==> config.mk <==
export PLATFORM = sky130hd
export DESIGN_NAME = bitplane_packer
export DESIGN_NICKNAME = d
export VERILOG_FILES = /design/src/rtl/bitplane_pkg.sv /design/src/rtl/bitplane_collect.sv /design/src/rtl/bitplane_bank.sv /design/src/rtl/bitplane_seq.sv /design/src/rtl/bitplane_packer.sv
export SDC_FILE = /design/constraint.sdc
export NUM_CORES = 1
export LEC_CHECK = 0
export ABC_AREA = 1
export BUFFER_PORTS_ARGS = -buffer_cell sky130_fd_sc_hd__buf_2
export CAP_MARGIN = 20
export CORE_MARGIN = 2
export CORE_UTILIZATION = 60
export CTS_BUF_LIST = sky130_fd_sc_hd__clkbuf_4 sky130_fd_sc_hd__clkbuf_8 sky130_fd_sc_hd__clkbuf_16
export DETAILED_ROUTE_END_ITERATION = 8
export PLACE_DENSITY = 0.77
export SLEW_MARGIN = 20
export SYNTH_ARGS = -nofsm -noshare
export SYNTH_HDL_FRONTEND = slang
export SYNTH_SLANG_ARGS = --single-unit
==> constraint.sdc <==
create_clock -name clk -period 11.58 [get_ports clk]
set_clock_uncertainty 0.2 [all_clocks]
set_input_delay 1.158 -clock clk [delete_from_list [all_inputs] [get_ports clk]]
set_output_delay 1.158 -clock clk [all_outputs]
set_load 0.01 [all_outputs]
==> src/rtl/bitplane_pkg.sv <==
package bitplane_pkg;

  localparam int WORD_BITS = 16;
  localparam int BYTE_BITS = 8;
  localparam int CNT_BITS  = $clog2(WORD_BITS);

  typedef enum logic {
    HALF_LO = 1'b0,
    HALF_HI = 1'b1
  } half_e;

  // Newest sample enters at the top, so bit 0 ends up oldest.
  function automatic logic [WORD_BITS-1:0] shift_in(input logic [WORD_BITS-1:0] w,
                                                    input logic b);
    return {b, w[WORD_BITS-1:1]};
  endfunction

  function automatic logic [BYTE_BITS-1:0] pick_half(input logic [WORD_BITS-1:0] w,
                                                     input half_e h);
    return (h == HALF_HI) ? w[WORD_BITS-1 -: BYTE_BITS] : w[BYTE_BITS-1:0];
  endfunction

endpackage

==> src/rtl/bitplane_collect.sv <==
module bitplane_collect
  import bitplane_pkg::*;
#(
  parameter int NCH = 16
) (
  input  logic                     clk,
  input  logic                     rst_n,
  input  logic [NCH-1:0]           chan_en,
  input  logic [NCH-1:0]           chan_in,
  input  logic                     smp_stb,
  output logic [NCH*WORD_BITS-1:0] words,
  output logic [NCH-1:0]           grp_mask,
  output logic                     grp_done
);

  localparam logic [CNT_BITS-1:0] LAST_IDX = CNT_BITS'(WORD_BITS - 1);

  logic [CNT_BITS-1:0] cnt;
  logic                at_first;
  logic                at_last;

  assign at_first = (cnt == '0);
  assign at_last  = (cnt == LAST_IDX);

  always_ff @(posedge clk) begin
    if (!rst_n) begin
      cnt      <= '0;
      grp_mask <= '0;
      grp_done <= 1'b0;
    end else begin
      grp_done <= 1'b0;
      if (smp_stb) begin
        if (at_first) grp_mask <= chan_en;
        cnt <= at_last ? '0 : cnt + 1'b1;
        if (at_last) grp_done <= 1'b1;
      end
    end
  end

  for (genvar c = 0; c < NCH; c++) begin : g_line
    logic [WORD_BITS-1:0] hist;
    always_ff @(posedge clk) begin
      if (!rst_n)       hist <= '0;
      else if (smp_stb) hist <= shift_in(hist, chan_in[c]);
    end
    assign words[c*WORD_BITS +: WORD_BITS] = hist;
  end

endmodule

==> src/rtl/bitplane_bank.sv <==
module bitplane_bank
  import bitplane_pkg::*;
#(
  parameter int NCH = 16,
  parameter int CW  = 4
) (
  input  logic                     clk,
  input  logic                     rst_n,
  input  logic                     load,
  input  logic [NCH*WORD_BITS-1:0] words_in,
  input  logic [CW-1:0]            sel,
  input  half_e                    half,
  output logic [BYTE_BITS-1:0]     byte_out
);

  logic [WORD_BITS-1:0] hold [NCH];

  for (genvar c = 0; c < NCH; c++) begin : g_hold
    always_ff @(posedge clk) begin
      if (!rst_n)    hold[c] <= '0;
      else if (load) hold[c] <= words_in[c*WORD_BITS +: WORD_BITS];
    end
  end

  assign byte_out = pick_half(hold[sel], half);

endmodule

==> src/rtl/bitplane_seq.sv <==
module bitplane_seq
  import bitplane_pkg::*;
#(
  parameter int NCH = 16,
  parameter int CW  = 4
) (
  input  logic           clk,
  input  logic           rst_n,
  input  logic           grp_done,
  input  logic [NCH-1:0] grp_mask,
  input  logic           out_ready,
  output logic           out_valid,
  output logic [CW-1:0]  cur,
  output half_e          half,
  output logic           swap,
  output logic           drop,
  output logic           last_fire,
  output logic           overflow
);

  function automatic logic [CW-1:0] first_set(input logic [NCH-1:0] m);
    logic [CW-1:0] r;
    r = '0;
    for (int i = NCH - 1; i >= 0; i--) if (m[i]) r = CW'(i);
    return r;
  endfunction

  function automatic logic [NCH-1:0] one_bit(input logic [CW-1:0] i);
    return {{(NCH-1){1'b0}}, 1'b1} << i;
  endfunction

  logic [NCH-1:0] pend;
  logic           busy;
  logic           fire;
  logic           free;
  logic           real_grp;

  assign busy      = |pend;
  assign cur       = first_set(pend);
  assign fire      = busy && out_ready;
  assign last_fire = fire && (half == HALF_HI) && ((pend & ~one_bit(cur)) == '0);
  assign free      = !busy || last_fire;
  assign real_grp  = grp_done && (|grp_mask);
  assign swap      = real_grp && free;
  assign drop      = real_grp && !free;
  assign out_valid = busy;

  always_ff @(posedge clk) begin
    if (!rst_n) begin
      pend     <= '0;
      half     <= HALF_LO;
      overflow <= 1'b0;
    end else begin
      if (drop) overflow <= 1'b1;
      if (swap) begin
        pend <= grp_mask;
        half <= HALF_LO;
      end else if (fire) begin
        if (half == HALF_HI) begin
          pend <= pend & ~one_bit(cur);
          half <= HALF_LO;
        end else begin
          half <= HALF_HI;
        end
      end
    end
  end

endmodule

==> src/rtl/bitplane_packer.sv <==
module bitplane_packer
  import bitplane_pkg::*;
#(
  parameter int NCH = 16
) (
  input  logic                 clk,
  input  logic                 rst_n,
  input  logic [NCH-1:0]       chan_en,
  input  logic [NCH-1:0]       chan_in,
  input  logic                 smp_stb,
  output logic [BYTE_BITS-1:0] out_data,
  output logic                 out_valid,
  input  logic                 out_ready,
  output logic                 overflow
);

  localparam int CW = (NCH > 1) ? $clog2(NCH) : 1;

  logic [NCH*WORD_BITS-1:0] words;
  logic [NCH-1:0]           grp_mask;
  logic                     grp_done;
  logic [CW-1:0]            cur;
  half_e                    half;
  logic                     swap_ev;
  logic                     drop_ev;
  logic                     last_fire;

  bitplane_collect #(.NCH(NCH)) u_collect (
    .clk      (clk),
    .rst_n    (rst_n),
    .chan_en  (chan_en),
    .chan_in  (chan_in),
    .smp_stb  (smp_stb),
    .words    (words),
    .grp_mask (grp_mask),
    .grp_done (grp_done)
  );

  bitplane_seq #(.NCH(NCH), .CW(CW)) u_seq (
    .clk       (clk),
    .rst_n     (rst_n),
    .grp_done  (grp_done),
    .grp_mask  (grp_mask),
    .out_ready (out_ready),
    .out_valid (out_valid),
    .cur       (cur),
    .half      (half),
    .swap      (swap_ev),
    .drop      (drop_ev),
    .last_fire (last_fire),
    .overflow  (overflow)
  );

  bitplane_bank #(.NCH(NCH), .CW(CW)) u_bank (
    .clk      (clk),
    .rst_n    (rst_n),
    .load     (swap_ev),
    .words_in (words),
    .sel      (cur),
    .half     (half),
    .byte_out (out_data)
  );

endmodule

== Word-level counts from Yosys, hierarchy flattened ==
Memory sizes are Yosys's and may differ from the RTL's.
Cells that the tools add are included.

* Register bits: 295
* Latch bits: 0
* RAM bits: 256
* Bits in read-only memories: 0
* Input bits: 36
* Output and inout port bits: 10
* Word-level logic and storage cells: 107
* Memories kept: 1

{| class="wikitable"
|+ Memories
! name !! depth !! width !! rd ports !! clocked after Yosys merged registers in !! write ports !! RTL line !! source
|-
| u_bank.hold || 16 || 16 || 1 || 0 || 16 || bitplane_bank.sv:16 || <nowiki>logic [WORD_BITS-1:0] hold [NCH];</nowiki>
|}

* Add/subtract/negate cells: 1
* $mul: 0
* Divide/modulo/power cells: 0
* Order comparisons: 0
* Equal/unequal tests: 1
* Shift-type cells: 1
* Muxes and demuxes: 43
* Bitwise gates (word level): 19
* Reduce and logical (&&, ||, !) cells: 19

{| class="wikitable"
|+ Operator list
! kind !! number
|-
| 16-bit 2-to-1 mux || 19
|-
| 4-bit 2-to-1 mux || 17
|-
| 16-bit OR reduction || 2
|-
| 16-bit AND || 1
|-
| 16-bit zero test || 1
|-
| 16-bit NOT || 1
|-
| 1-bit OR || 16
|-
| 1-bit by 4-bit << shifter with 16-bit output, first input constant || 1
|-
| 8-bit 2-to-1 mux || 1
|-
| 1-bit logical AND || 6
|-
| 1-bit 2-to-1 mux || 6
|-
| 2-bit AND reduction || 3
|-
| 4-bit by 1-bit adder with 4-bit output, second input constant || 1
|-
| 4-bit == test, second input constant || 1
|-
| 4-bit zero test || 1
|-
| 2-bit nonzero test || 2
|-
| 1-bit zero test || 2
|-
| 2-bit OR reduction || 1
|-
| 1-bit logical OR || 1
|-
| 1-bit NOT || 1
|}

== Depth between registers and ports, before layout ==
Gate-level depths: netlist of run 1.

* Depth in word-level cells: 27
* Gate-level depth with buffers: 27
* Mapped depth without buffers: 26

== By module ==
From an unflattened synthesis of run 1, not the netlist that was laid out.

* Cell total of the unflattened synthesis: 2887
* Area total of the unflattened synthesis: 23692.7 um^2

{| class="wikitable"
|+ By module, submodules not included
! module !! instances !! cells an instance !! area each (um^2) !! seq. area each (um^2)
|-
| bitplane_bank || 1 || 1408 || 12375.6 || 7687.4
|-
| bitplane_collect || 1 || 1230 || 9773.1 || 5545.3
|-
| bitplane_seq || 1 || 249 || 1544.0 || 360.3
|}

== Worst setup path after synthesis of run 1 ==
OpenSTA, ideal clock, no wires.

* Path type: input-to-reg
* Start: input rst_n
* End: memory u_bank.hold[0][0] (enable)
* Setup time: 1.955 ns
* Data arrival time: 6.154 ns
* Required time: 9.425 ns
* Slack: 3.271 ns
* Stages on the path: 4
* Path buffers: 3
* Cell sequence: clkbuf_1 > clkbuf_1 > buf_1 > nand2_1

{| class="wikitable"
|+ RTL lines
! element !! RTL line !! source
|-
| from (decl) || bitplane_packer.sv:7 || <nowiki>input logic rst_n,</nowiki>
|-
| to (decl) || bitplane_bank.sv:16 ||
|}

== Worst setup path in the final report of run 1 ==
* Start: register u_seq.pend[15]
* End: output out_data[4]

* Longest elaborated chain between the ends: 18

{| class="wikitable"
|+ Ends and longest elaborated chain
! element !! RTL line !! source
|-
| from (decl) || bitplane_seq.sv:32 || <nowiki>logic [NCH-1:0] pend;</nowiki>
|-
| from (signal assigned) || bitplane_seq.sv:56 || <nowiki>pend <= grp_mask;</nowiki>
|-
| from (signal assigned) || bitplane_seq.sv:60 || <nowiki>pend <= pend & ~one_bit(cur);</nowiki>
|-
| 4-bit 2-to-1 mux (16 in series) || bitplane_seq.sv:24 || <nowiki>for (int i = NCH - 1; i >= 0; i--) if (m[i]) r = CW'(i);</nowiki>
|-
| memory 16 x 16 bit || -- ||
|-
| 8-bit 2-to-1 mux || bitplane_pkg.sv:20 || <nowiki>return (h == HALF_HI) ? w[WORD_BITS-1 -: BYTE_BITS] : w[BYTE_BITS-1:0];</nowiki>
|-
| to (decl) || bitplane_packer.sv:11 || <nowiki>output logic [BYTE_BITS-1:0] out_data,</nowiki>
|}

Every way passes these cells.

==> impl_results.md, run 1 <==
- Clock Power Share: 42.8%
- Leakage: 0.00915 µW
- Crit start category: flip-flop
- Source of the worst hold timing path: u_seq.overflow
- CP Max Fanout: 64
- Worst EP required: just over 10000 ps
- Rows: 72
- H-tree depth: 2
- WS Path Type: reg -> out
- Post-CTS Setup Bufs: 0
- Critical Path AT: roughly 4200 ps
- WHS Path Cells: 1
- Cell area after synthesis: 23700 µm²
- Top post-synthesis cells by area: edfxtp_1, dfxtp_1, nor2_4
- Asr flop ratio synth: 0%
- Final setup viols: 0
- Worst Tran Pin Value: about 1100 ps
- RePlAce Congestion: 0.814
- Clock transition at the registers of the reported paths: about 60 ps
- Slew headroom: 28.5%
- Clk sinks: 551
- # DRC: 0
- Ys flop type: dfxtp_1
- Reg power frac: 52.0%
- CTS root buf: clkbuf_16
- Antenna diode count: 0
- Layout cell share with drive strength beyond 1: 16.8%
- Final slew viol count: 0
- Final Cycle Share: 48.3%
- First-pass GRT wire length: 82.8 mm
- Post-route ant nets: 0
- TNS Setup: 0 ps
- Worst IR Drop VDD: 0.124 mV
- Area Overhead vs Synth: 8.06%
- Input/output buffers: 45
- Fin area: 25600 µm²
- Placed cell area: 23800 µm²
- Total GRT Usage: 25.2%
- Area leader, netlist: edfxtp_1
- End of the worst hold path: u_seq.overflow
- Comb power frac: 5.2%
- Detailed Routing Iterations Pass 1: 6
- Status: completed
- Vias: 16200
- Worst skew pair latency: 590 ps
- Avg Vias per Cell: 5.65
- Starting Density: roughly 60%
- PD cells: between 150 and 200 nW/µm²
- Iteration-0 DRC Markers: 1341
- Top cell type's share of synthesized area: 32.4%
- Hold crit path type: reg -> reg
- Nets: 2347
- Post-synth EDFFs: 256
- RSZ-0062 raised after global routing: no
- Syn_nets: roughly 2400
- Fmax: 0.179 GHz
- Full die area: about 41000 µm²
- Synth Warn #: 0
- Reg-to-reg endpoint: u_bank.hold[9][15]
- CTS tree: done
- Leading cell type in the layout, fill and taps excluded: inv_1
- Max cap viols: 0
- #FFs+latches synth: 551
- Initial antenna violation count: 0
- Cells after Synth: ~2400
- Core area: 38800 µm²
- Final hold viol count: 0
- Final wirelength: ~51 mm
- Final worst slack: ~6000 ps
- Vias in the first global route: ~16000
- Synth cell types: 39
- Worst reg2reg startpoint: u_seq.pend[0]
- Die W: 203 µm
- Num ports: 46
- Largest net degree at the start of global routing: approximately 120
- Hold-fix buffers at CTS: 0
- Seq/Total Area, Yosys: 57.3%
- Avg Inst Size Synth: 10.1 µm²
- DIE HEIGHT: 203 µm
- Reg2Reg Depth: 19
- Net Sw Frac: 22.1%
- CP Capture Type: output pin
- Reg2reg setup slack: 6310 ps
- Setup WS pre-CTS: around 6300 ps
- DR WL/cell: 17.8 µm
- Post-DP HPWL: 29.8 mm
- Post-CTS Resized: 0
- Grt total ovfl: 0
- Internal cell power: 3250 µW
- CTS Buf Count: 54
- NetSw: 920 µW
- Minimum clock period: 5590 ps
- Max clock buf depth: 3
- Most frequent cells in the layout: inv_1, dfxtp_1, o21ai_0
[critical path: stages (launching register included)]
cell	delay, ps
dfxtp_1	400
inv_1	60
nand2_1	80
nand3_1	70
nand3_1	70
nand3_1	70
nand3_1	70
nand2_1	90
a21oi_4	280
clkinv_1	310
nor2_4	160
buf_4	750
a221oi_1	290
nand3_1	190
nand3_1	210
nand3_1	180
o21a_1	210
buf_2	160
[logic make-up (layout without fill, tap and decap cells)]
logic type	count (synthesis)	count (layout)	share of synthesized area, %
AOI/OAI and AO/OA	632	632	14.7
xor gates and xnor gates	1	1	0.0370
adders and majority gates	2	2	0.106
buffers and inverters	477	478	9.25
DFF	551	551	57.3
and+or+nand+nor	689	689	18.5
[worst max-delay path by stage]
stage | from | slack (ps) | to | cells past startpoint
after floorplan | rst_n | 3270 | u_bank.hold[0][0] | 4
after global placement | out_ready | 6400 | u_bank.hold[8][0] | 12
after detailed placement | out_ready | 6320 | u_bank.hold[5][15] | 12
after CTS | u_seq.pend[14] | 6020 | out_data[4] | 17
after global routing | u_seq.pend[15] | 5770 | out_data[4] | 17
final | u_seq.pend[15] | 5990 | out_data[4] | 17
[power groups by stage]
stage	clock network, µW	logic [µW]	registers, µW
after floorplan	0	163	2210
after global placement	0	205	2200
after detailed placement	0	213	2210
after CTS	1810	216	2170
after global routing	1880	242	2180
final	1780	215	2170
[cell usage after synthesis (2+ instances only)]
cell	number
a221oi_1	64
o21ai_1	4
buf_12	20
ha_1	2
buf_1	6
or2_2	3
nand2_1	201
o211ai_1	16
o21a_1	9
nor4_1	4
clkinv_1	3
nor2_4	201
nand2_2	2
buf_8	2
inv_1	298
inv_2	13
nand3_1	147
clkbuf_1	119
dfxtp_1	295
buf_6	5
nor2_1	106
nand2_4	2
a21oi_1	261
nand4_1	12
nor2_2	3
buf_2	10
nor3_1	3
edfxtp_1	256
a21oi_2	2
o21ai_0	274
[registers in the layout, summed over array words and instances, names as in the netlist]
name / flops
u_collect.g_line.hist: 256
u_collect.grp_done: 1
u_seq.half: 1
u_bank.hold: 256
u_collect.grp_mask: 16
u_seq.overflow: 1
u_collect.cnt: 4
u_seq.pend: 16
[stage by stage]
stage	cells	util [%]	total power [µW]	hold slack, ps
6_report	2871	66.0	4170	271
5_1_grt	2871	66.0	4300	294
4_1_cts	2871	66.0	4190	274
3_5_place_dp	2771	61.2	2420	261
3_3_place_gp	2771	61.2	2410	253
2_1_floorplan	2352	-	2370	245
[metal layers]
layer	share of wire [%]	GRT usage, %	vias to the layer above
met2	48	41.9	456
met1	44	34.3	7810
li1	-	-	7844
met3	5.4	3.23	101
met4	2.8	8.42	0
met5	0	0	-
[final cells by class]
type,count,area [µm²]
Clock inverter,8,67.6
Tap cell,518,648
Fill cell,2926,13200
Timing Repair Buffer,64,404
Sequential cell,551,13600
Clock buffer,92,1780
Inverter,314,1180
Multi-Input combinational cell,1324,7940
(Power assumes the default switching activity.)
==> inputs of run 2 (changes only) <==
--- a/config.mk
+++ b/config.mk
@@ -5,14 +5,14 @@
 export SDC_FILE = /design/constraint.sdc
 export NUM_CORES = 1
 export LEC_CHECK = 0
-export ABC_AREA = 1
+export ABC_AREA = 0
 export BUFFER_PORTS_ARGS = -buffer_cell sky130_fd_sc_hd__buf_2
 export CAP_MARGIN = 20
 export CORE_MARGIN = 2
-export CORE_UTILIZATION = 60
+export CORE_UTILIZATION = 56
 export CTS_BUF_LIST = sky130_fd_sc_hd__clkbuf_4 sky130_fd_sc_hd__clkbuf_8 sky130_fd_sc_hd__clkbuf_16
 export DETAILED_ROUTE_END_ITERATION = 8
-export PLACE_DENSITY = 0.77
+export PLACE_DENSITY = 0.75
 export SLEW_MARGIN = 20
 export SYNTH_ARGS = -nofsm -noshare
 export SYNTH_HDL_FRONTEND = slang
==> constraint.sdc (replaced) <==
create_clock -name clk -period 5 [get_ports clk]
set_clock_uncertainty 0.2 [all_clocks]
set_input_delay 0.5 -clock clk [delete_from_list [all_inputs] [get_ports clk]]
set_output_delay 0.5 -clock clk [all_outputs]
set_load 0.01 [all_outputs]
==> impl_results.md, run 2 <==
- Status: completed
- DR WL/cell: 20.0 µm (+13%)
- Area leader, netlist: edfxtp_1
- CP Capture Type: output pin
- Synth Warn #: 0 (unchanged)
- Xor and xnor area share after synthesis: 0.0381% (+0.0011 points)
- #FFs+latches synth: 551 (unchanged)
- Syn_nets: 1936 (-19%)
- Largest net degree at the start of global routing: 217 (+76%)
- Slew headroom: 34.9% (+6.4 points)
- Worst EP required: 4300 ps (-5920 ps)
- Top post-synthesis cells by area: edfxtp_1, dfxtp_1, mux2i_1
- Final setup viols: 0 (unchanged)
- RePlAce Congestion: 0.908 (+12%)
- # DRC: 0 (unchanged)
- Post-route ant nets: 0 (unchanged)
- CTS root buf: clkbuf_16
- Avg Inst Size Synth: 12.1 µm² (+20%)
- Top Registers: u_bank.hold: 256 flops, u_collect.g_line.hist: 256 flops
- Worst Tran Pin Value: 969 ps (-104 ps)
- Most frequent cells in the layout: mux2i_1, dfxtp_1, nor2b_1
- Leakage: 0.00978 µW (+6.8%)
- DIE HEIGHT: 207 µm (+1.9%)
- First-pass GRT wire length: 79.2 mm (-4.4%)
- Final slew viol count: 0 (unchanged)
- Seq/Total Area, Yosys: 59.1% (+1.7 points)
- TNS Setup: 0 ps (unchanged)
- Area Overhead vs Synth: 13.0%
- Total GRT Usage: 24.0% (-1.2 points)
- Worst IR Drop VDD: 0.261 mV (+110%)
- CP Max Fanout: 16 (-75%)
- Cells after Synth: 1898 (-19%)
- WS Path Type: reg -> out
- CP cell instances: nor4_1 -> a2111o_1 -> nand2_1 -> o21bai_1 -> buf_4 -> a221o_1 -> and3_1 -> or4_1 -> buf_2
- Worst skew pair latency: 620 ps (+30 ps)
- Nets: 1973 (-16%)
- Num ports: 46 (unchanged)
- Synth cell types: 53 (+36%)
- Max cap viols: 0 (unchanged)
- Clk sinks: 551 (unchanged)
- Core area: 40700 µm² (+4.9%)
- Synth Area in Compound Gates: 6.96% (-7.8 points)
- Input/output buffers: 45 (unchanged)
- Max clock buf depth: 3 (unchanged)
- Post-DP HPWL: 32.1 mm (+7.8%)
- Crit start category: flip-flop
- H-tree depth: 2 (unchanged)
- Minimum clock period: roughly 4900 ps
- Grt total ovfl: 0 (unchanged)
- Worst path max stage delay: 640 ps (-110 ps)
- Vias in the first global route: 14100 (-11%)
- Fin cells: 2514 (-12%)
- Post-CTS Setup Bufs: 0 (unchanged)
- Post-synth top cells: mux2i_1, dfxtp_1, nor2b_1
- Top cell type's share of synthesized area: 33.4% (+0.98 points)
- Final Cycle Share: 97.4%
- Initial antenna violation count: 0 (unchanged)
- Cell area after synthesis: 23000 µm² (-2.9%)
- Fmax: 0.205 GHz
- PD cells: 356 nW/µm² (+120%)
- Starting Density: 56.5% (-4.6 points)
- Most frequent cell after synthesis: mux2i_1
- CTS tree: done
- Final hold viol count: 0 (unchanged)
- Die W: 207 µm (+1.9%)
- Full die area: 42700 µm² (+3.9%)
- Rows: 74 (+2.8%)
- Post-synth EDFFs: 256 (unchanged)
- Iteration-0 DRC Markers: 1072 (-20%)
- Leading cell type in the layout, fill and taps excluded: mux2i_1
- Vias: 14100 (-13%)
- Ys flop type: dfxtp_1
- CP max-delay cell: or4_1
- Asr flop ratio synth: 0% (unchanged)
- Clock transition at the registers of the reported paths: 60 ps (about the same)
- Post-synthesis mux area share: 13.3% (+13 points)
- Layout cell share with drive strength beyond 1: 10.3% (-6.5 points)
- Detailed Routing Iterations Pass 1: 8 (+2)
- Cells after DPL: 2376 (-14%)
- Hold crit path type: in -> reg
- Antenna diode count: 0 (unchanged)
- CTS Buf Count: 56 (+3.7%)
- RSZ-0062 raised after global routing: no
- Adder-cell share of the synthesized area: 0.109% (+0.0032 points)
- Final wirelength: 50.4 mm (-1.4%)
- Largest family of logic cells by synthesized area: simple AND/OR/NAND/NOR gates
- Avg Vias per Cell: 5.62 (-0.40%)
- Area share of and/or/nand/nor cells after synthesis: 17.7% (-0.85 points)
- Critical Path AT: 4170 ps (-60 ps)
- Min Hold Slack: 82.1 ps (-189 ps)
run 2: worst max-delay path: cells and delay by family, from the launching register on:
family	cells	cell delay (ps)
buffers and inverters	2	500
AO/OA/AOI/OAI	3	1170
AND/OR/NAND/NOR	4	1330
flip-flops	1	570
run 2: area by class of cell:
type | count | area (µm²)
clock inverters | 18 | 123
multi-input cells | 1203 | 8840
clock buffers | 87 | 1700
fillers | 3110 | 14700
flip-flops and latches | 551 | 13600
inverters | 7 | 26.3
well taps | 532 | 666
repair buffers | 116 | 1040
run 2: cell families (layout without fill, tap and decap cells):
| family | Yosys count | after routing |
|---|---|---|
| flip-flops | 551 | 551 |
| XOR/XNOR | 1 | 1 |
| AO/OA/AOI/OAI | 208 | 208 |
| AND/OR/NAND/NOR | 686 | 686 |
| adder cells (fa/ha/maj) | 2 | 2 |
| multiplexers | 306 | 306 |
| buffers and inverters | 144 | 228 |
run 2: through the flow:
stage	total power, µW	util (%)	worst slack (ps)	instance area, µm²
2_1_floorplan	5170	-	119	23000
3_5_place_dp	5270	58.5	588	23800
5_1_grt	9530	63.8	36.5	26000
6_report	9250	63.8	130	26000
3_3_place_gp	5260	58.5	622	23800
4_1_cts	9310	63.8	147	26000
run 2: final timing paths:
check | end | depth (start not counted) | from | slack, ps
worst max-delay path | out_data[2] | 9 | u_seq.pend[5] | 130
worst min-delay path | u_seq.half | 3 | out_ready | 80
worst max register to register | u_bank.hold[3][9] | 9 | u_seq.pend[2] | 780
worst min register to register | u_collect.grp_mask[10] | 2 | u_collect.grp_mask[10] | 300
run 2: where the power goes:
part | leakage, µW | switching [µW] | internal (µW)
sequential | 0.00500 | 51.5 | 4810
clock | 0.000917 | 1720 | 2340
combinational | 0.00386 | 184 | 151
run 2: what timing repair did:
action	CTS	global route
hold endpoints to repair	32	0
hold buffers	32	0
endpoints found under the setup margin	1	1
resized for setup	2	1
run 2: layer usage:
layer	part of all wire, %	vias to the layer above	GRT usage, %
li1	-	6833	-
met1	44	6875	32.5
met2	48	345	40.1
met3	5.4	85	3.52
met4	2.5	0	7.27
met5	0	-	0
==> inputs of run 3 (changes only) <==
--- a/config.mk
+++ b/config.mk
@@ -9,10 +9,10 @@
 export BUFFER_PORTS_ARGS = -buffer_cell sky130_fd_sc_hd__buf_2
 export CAP_MARGIN = 20
 export CORE_MARGIN = 2
-export CORE_UTILIZATION = 56
+export CORE_UTILIZATION = 45
 export CTS_BUF_LIST = sky130_fd_sc_hd__clkbuf_4 sky130_fd_sc_hd__clkbuf_8 sky130_fd_sc_hd__clkbuf_16
 export DETAILED_ROUTE_END_ITERATION = 8
-export PLACE_DENSITY = 0.75
+export PLACE_DENSITY = 0.63
 export SLEW_MARGIN = 20
 export SYNTH_ARGS = -nofsm -noshare
 export SYNTH_HDL_FRONTEND = slang
==> impl_results.md, run 3 (synthesis gave the netlist of run 2 again) <==
- Post-CTS Resized: 0 (-2)
- Starting Density: 45.8% (-11 points)
- Final wirelength: 51.0 mm (+1.4%)
- Vias in the first global route: 14000 (-0.65%)
- Critical Path AT: 4060 ps (-110 ps)
- Post-CTS Setup Bufs: 0 (unchanged)
- Final hold viol count: 0 (unchanged)
- Antenna diode count: 0 (unchanged)
- Initial antenna violation count: 0 (unchanged)
- Worst Tran Pin Value: 875 ps (-93.4 ps)
- CTS Buf Count: 57 (+1.8%)
- Most frequent cells in the layout: mux2i_1, dfxtp_1, nor2b_1
- Worst IR Drop VDD: 0.265 mV (+1.6%)
- Leakage: 0.00978 µW (about the same)
- WS Path Type: reg -> out
- CP Capture Type: output pin
- Leading cell type in the layout, fill and taps excluded: mux2i_1
- Fmax: 0.210 GHz (+2.4%)
- Total GRT Usage: 19.4% (-4.6 points)
- Max cap viols: 0 (unchanged)
- Area Overhead vs Synth: 13.8%
- Num ports: 46 (unchanged)
- CP Max Fanout: 67 (+51)
- Input/output buffers: 45 (unchanged)
- Status: completed
- First-pass GRT wire length: 80.8 mm (+2.1%)
- Total Power: 9350 µW (+1.0%)
- Minimum clock period: 4760 ps (-112 ps)
- Rows: 82 (+11%)
- PD cells: 357 nW/µm² (+0.30%)
- Core area: 50300 µm² (+23%)
- Clk sinks: 551 (unchanged)
- Post-route ant nets: 0 (unchanged)
- Detailed Routing Iterations Pass 1: 5 (-3)
- RSZ-0062 raised after global routing: no
- Vias: 14000 (-0.80%)
- Largest net degree at the start of global routing: 230 (+6.0%)
- Placed cell area: 24000 µm² (+0.72%)
- Final core occ: 52.1% (-12 points)
- Avg Vias per Cell: 5.28 (-6.0%)
- TNS Setup: 0 ps (unchanged)
- H-tree depth: 2 (unchanged)
- Clock transition at the registers of the reported paths: 60 ps (about the same)
- Layout cell share with drive strength beyond 1: 9.84% (-0.45 points)
- RePlAce Congestion: 0.897 (-1.3%)
- Slew headroom: 41.6% (+6.7 points)
- Crit start category: flip-flop
- Nets: 1973 (unchanged)
- Grt total ovfl: 0 (unchanged)
- Hold crit path type: in -> reg
- Post-DP HPWL: 32.0 mm (-0.41%)
- Final Cycle Share: 95.2% (-2.2 points)
- DIE HEIGHT: 230 µm (+11%)
- Fin area: 26200 µm² (+0.74%)
- Full die area: 53000 µm² (+24%)
- Worst skew pair latency: 620 ps (about the same)
- Die W: 230 µm (+11%)
- Final slew viol count: 0 (unchanged)
- Worst EP required: 4300 ps (about the same)
- CTS root buf: clkbuf_16
- Final setup viols: 0 (unchanged)
- DR WL/cell: 19.2 µm (-4.0%)
- # DRC: 0 (unchanged)
- Top Registers: u_bank.hold: 256 flops, u_collect.g_line.hist: 256 flops
- Max clock buf depth: 3 (unchanged)
- Iteration-0 DRC Markers: 989 (-7.7%)
- CTS tree: done
[run 3: routing by layer]
metal  global-route usage [%]  vias up  share of wire (%)
met4                     6.57        0                2.8
met5                        0        -                  0
met2                     31.5      297                 46
met3                     2.77       89                4.2
met1                     26.5     6798                 47
li1                         -     6841                  -
[run 3: final timing paths]
path,startpoint,to,slack (ps),cells past startpoint
worst max-delay path,u_seq.pend[5],out_data[2],240,10
worst max register to register,u_seq.pend[5],u_bank.hold[14][15],910,9
worst min-delay path,out_ready,u_seq.half,70,3
worst min register to register,u_collect.grp_mask[9],u_collect.grp_mask[9],290,2
[run 3: critical path, stage by stage, from the launching register on]
cell	delay, ps
dfxtp_1	570
nor2_1	140
and3_1	210
a22oi_1	620
nor3_2	130
buf_12	250
a221o_1	380
a221o_1	250
and3_1	160
or4_1	530
buf_2	190
[run 3: repair_timing]
item	in CTS	in global routing
endpoints found under the hold margin	32	0
endpoints found under the setup margin	0	0
hold buffers	32	0
[run 3: report_power, final]
group | total (µW) | internal (µW) | switching (µW)
sequential | 4860 | 4810 | 51.0
combinational | 336 | 153 | 184
clock | 4150 | 2390 | 1760
total | 9350 | 7350 | 2000
[run 3: cell type report]
cell class | instances | area (µm²)
fillers | 4437 | 24100
flip-flops and latches | 551 | 13600
multi-input cells | 1203 | 8840
clock buffers | 83 | 1680
repair buffers | 115 | 1020
well taps | 672 | 841
clock inverters | 23 | 178
inverters | 7 | 26.3
[run 3: through the flow]
step / hold slack [ps] / worst slack, ps / instances
after floorplan: 256 / 119 / 1898
after global placement: 279 / 911 / 2516
after detailed placement: 288 / 903 / 2516
after CTS: 38.5 / 244 / 2654
after global routing: 75.3 / 53.0 / 2654
final: 74.0 / 241 / 2654
